==> config.mk <==
export PLATFORM = sky130hd
export DESIGN_NAME = temp_alarm
export DESIGN_NICKNAME = d
export VERILOG_FILES = /design/src/rtl/temp_alarm.sv
export SDC_FILE = /design/constraint.sdc
export NUM_CORES = 1
export LEC_CHECK = 0
export BUFFER_PORTS_ARGS = -buffer_cell sky130_fd_sc_hd__buf_4
export CELL_PAD_IN_SITES_DETAIL_PLACEMENT = 0
export CELL_PAD_IN_SITES_GLOBAL_PLACEMENT = 1
export CORE_ASPECT_RATIO = 0.8
export CORE_UTILIZATION = 39
export CTS_CLUSTER_DIAMETER = 100
export DETAILED_ROUTE_END_ITERATION = 12
export PLACE_DENSITY_LB_ADDON = 0.1
export SLEW_MARGIN = 0
export SYNTH_ARGS = -nofsm -noshare
export SYNTH_HDL_FRONTEND = slang
export SYNTH_SLANG_ARGS = --single-unit
export TNS_END_PERCENT = 10
==> constraint.sdc <==
create_clock -name clk -period 1.9 [get_ports clk]
set_input_delay 0.095 -clock clk [delete_from_list [all_inputs] [get_ports clk]]
set_output_delay 0.095 -clock clk [all_outputs]
set_load 0.01 [all_outputs]
==> src/rtl/temp_alarm.sv <==
module temp_alarm #(
  parameter int TW     = 13,
  parameter int QDEPTH = 4
) (
  input  logic          clk,
  input  logic          rst_n,
  input  logic          conv_valid,
  input  logic [TW-1:0] conv_temp,
  input  logic          cfg_queue,
  input  logic          cfg_alert_hi,
  input  logic          cfg_ot_hi,
  input  logic          cfg_intr,
  input  logic          cfg_sdown,
  input  logic [TW-1:0] lim_high,
  input  logic [TW-1:0] lim_hyst,
  input  logic          temp_rd,
  output logic          alert_o,
  output logic          ot_o
);
  localparam int CW  = $clog2(QDEPTH + 1);
  localparam int NCH = 2;

  logic signed [TW:0] t_x, hi_x, lo_x;
  logic               hot, cool, take;
  logic [CW-1:0]      need;
  logic [NCH-1:0]     side, ev;
  logic               flag;
  logic               alert_act;

  assign t_x  = {conv_temp[TW-1], conv_temp};
  assign hi_x = {lim_high[TW-1], lim_high};
  assign lo_x = hi_x - {lim_hyst[TW-1], lim_hyst};
  assign hot  = t_x > hi_x;
  assign cool = t_x < lo_x;
  assign take = conv_valid & ~cfg_sdown;
  assign need = cfg_queue ? CW'(QDEPTH) : CW'(1);

  for (genvar ch = 0; ch < NCH; ch++) begin : g_ch
    logic [CW-1:0] cnt;
    logic          meet, last;
    assign meet   = side[ch] ? cool : hot;
    assign last   = cnt >= need - CW'(1);
    assign ev[ch] = take & meet & last;

    always_ff @(posedge clk or negedge rst_n) begin
      if (!rst_n) begin
        side[ch] <= 1'b0;
        cnt      <= '0;
      end else if (take) begin
        if (!meet) begin
          cnt <= '0;
        end else if (last) begin
          side[ch] <= ~side[ch];
          cnt      <= '0;
        end else begin
          cnt <= cnt + CW'(1);
        end
      end
    end
  end

  always_ff @(posedge clk or negedge rst_n) begin
    if (!rst_n)        flag <= 1'b0;
    else if (!cfg_intr) flag <= 1'b0;
    else if (ev[0])    flag <= 1'b1;
    else if (temp_rd)  flag <= 1'b0;
  end

  assign alert_act = cfg_intr ? flag : side[0];
  assign alert_o   = cfg_alert_hi ? alert_act : ~alert_act;
  assign ot_o      = cfg_ot_hi ? side[1] : ~side[1];
endmodule


==> results_dict.tcl <==
set metrics [dict create \
    status "complete, but fails checks" \
    violations "setup timing" \
    worstMarginPinSlew_ps 383.8 \
    startpoint_type "input pin" \
    pwr-share-clk_pct 14.1 \
    path_common_cell "a211oi_2" \
    leakage_uw 0.001513 \
    synth_top_area_cell "ha_1" \
    rsz0062_at_grt "true" \
    antenna_found_initial 0 \
    hold_viol 0 \
    wirelength_mm 4.806 \
    grt_max_degree 10 \
    synth.area.mux_share_pct 0.5222 \
    grt_pass1_vias 1925 \
    dpl-instance-area_sq_um 2740 \
    synth_compound_area_share_pct 24.61 \
    ys_seq_area_share_pct 11.75 \
    grt-ovfl-total 0 \
    viasPerCell 5.083 \
    antenna_cells 0 \
    clockRootBuffer "clkbuf_8" \
    slew_headroom_pct 74.26 \
    fin_cells 398 \
    ys_types 49 \
    die_y_microns 64.71 \
    rows 22 \
    drt_pass1_iterations 4 \
    die_w_microns 80.38 \
    core_area_sq_um 4652 \
    cp_num_buf_inv 3 \
    syn_area_per_cell_sq_um 8.157 \
    drv_slew 0 \
    drc_errors 0 \
    required_ps 2010 \
    skew_ps 0.3283 \
    cp_cell_sequence "buf_8 > inv_4 > ha_4 > nor2b_1 > o21a_1 > o21ai_2 > a211oi_2 > or4_1 > a41o_1 > ha_4 > nand4_1 > a211oi_2 > and4b_1 > a211oi_2 > buf_4 > o22ai_1" \
    die-area_sq_um 5201 \
    maxCapViolCount 0 \
    start_util_pct 41.20 \
    hold_class "input pin to register" \
    io_pins 50 \
    clkLatencyLatePin_ps 230 \
    synth-xor-area-share_pct 4.569 \
    placed_cells 393 \
    synth_adder_area_share_pct 30.42 \
    cts_tree "done" \
    syn_inst 235 \
    yosys-top-cells-area "ha_1 (29%), dfrtp_1 (12%), inv_1 (7.0%)" \
    crit_fanout 4 \
    avgRoutedWirePerCell_microns 12.08 \
    crit_type "input pin to register" \
    gp_congestion 0.8276 \
    pre_cts_ws_ps -1388 \
    setup_viol 9 \
    syn_area_sq_um 1917 \
    ys_async_sr_fraction_pct 100.0 \
    synth_top_family_by_area "adder cells" \
    io_buffer_count 49 \
    cts_buffers 3 \
    seqPwrFrac_pct 21.2 \
    grt_pass1_wl_mm 8.211 \
    switching_share_pct 40.18 \
    htreeDepth 1 \
    finish.utilization_pct 62.00 \
    tns_ps -8292 \
    finalCriticalPeriod_ps 2885 \
    cp-end-kind "register" \
    drt_iter0_markers 65 \
    fin_nets 433 \
    yosysMostFrequentCell "ha_1" \
    fmax_ghz 0.3466 \
    syn2layout_area_growth_pct 50.46 \
    cp_slowest_cell "or4_1" \
    grt_use_total_pct 19.71 \
    power.density_nw_per_um2 539.1 \
    p_int_uw 930.0 \
    drive_above_1_share_pct 37.28 \
    crit_family "compound AO/OA/AOI/OAI gates" \
    yosys-top-cells-count "ha_1 (45), inv_1 (36), a21oi_1 (16), nand2_1 (14)" \
    vias 2023 \
    postRouteAntennaNets 0 \
    ys.flop_type "dfrtp_1" \
    combPwrFrac_pct 64.7 \
    cts_sinks 9 \
    power.net_switching_uw 624.7 \
    final_area_sq_um 2884 \
    peakVddDrop_mv 0.5556 \
    fin_ws_ps -985.5 \
    syn-num-nets 329 \
    cpPeakStageDelay_ps 480 \
    ys_warn_count 0 \
    synth_top_area_share_pct 29.37 \
    hpwl_mm 4.147 \
    post-route-period-util_pct 151.9 \
    post_cts_buffers 0 \
    critical_path_arrival_ps 3000 \
    ys_seq_elements 9 \
    cts_buffer_depth 2 \
    yosys.area_share.simple_pct 21.08 \
    synth_edf_count 0 \
    path_clk_slew_ps 40 \
]
[power by group through the flow]
| stage | sequential (uW) | clock, uW | combinational (uW) |
|---|---|---|---|
| 6_report | 330 | 219 | 1010 |
| 5_1_grt | 341 | 233 | 1140 |
| 4_1_cts | 329 | 227 | 994 |
| 3_5_place_dp | 331 | 0 | 961 |
| 3_3_place_gp | 330 | 0 | 947 |
| 2_1_floorplan | 310 | 0 | 596 |
[state kept, by name (all words and copies together), names as in the netlist]
register,count
g_ch.cnt,6
flag,1
side,2
[worst paths after layout]
| kind | cells after the start | end | slack, ps | from |
|---|---|---|---|---|
| worst min-delay path | 2 | flag | 60 | temp_rd |
| worst max register to register | 6 | side[0] | 250 | g_ch[0].cnt[0] |
| worst max-delay path | 16 | flag | -990 | lim_hyst[1] |
| worst min register to register | 1 | g_ch[1].cnt[2] | 510 | g_ch[1].cnt[2] |
| min in group asynchronous | 2 | g_ch[1].cnt[2] | 220 | rst_n |
| max in group asynchronous | 2 | flag | 1540 | rst_n |
[cells in the final DEF, fill, tap and decap left out, types with 6 or more instances in the layout]
cell type	instances
nor3_1	8
a21oi_1	14
nor2_1	7
nand2_1	14
buf_4	96
ha_1	42
nand2b_1	7
nor2b_1	6
dfrtp_1	9
inv_1	34
nand3_1	8
[cells by family (layout without fill, tap and decap cells)]
family | after synthesis | after routing
simple gates | 71 | 71
compound gates | 62 | 62
fa+ha+maj | 46 | 46
buf+inv | 36 | 139
xor+xnor | 10 | 10
flops | 9 | 9
mux | 1 | 1
[metrics by stage]
| stage | hold WS, ps | total power (uW) |
|---|---|---|
| after CTS | 56.18 | 1550 |
| after detailed placement | -72.69 | 1293 |
| after floorplan | -200.6 | 905.4 |
| after global routing | 60.55 | 1715 |
| final | 58.89 | 1555 |
| after global placement | -73.42 | 1277 |
[metal layers]
metal | up-vias | global-route usage, % | wire length, microns
li1 | 1074 | - | -
met1 | 911 | 27.72 | 2498
met2 | 32 | 32.84 | 2141
met5 | - | 0 | 0
met3 | 6 | 1.127 | 126
met4 | 0 | 4.464 | 40
[cell type report]
class,instances,area [sq um]
Sequential cell,9,225.2
Fill cell,411,1768
Timing Repair Buffer,99,757.0
Inverter,36,137.6
Clock buffer,4,45.04
Tap cell,60,75.07
Multi-Input combinational cell,190,1644
[timing repair]
item                       CTS  global route
resized for setup           14             6
pin swaps                   11             3
setup endpoints to repair    9             9
hold buffers                 1             0
hold endpoints to repair     9             0
(Power assumes the default switching activity.)
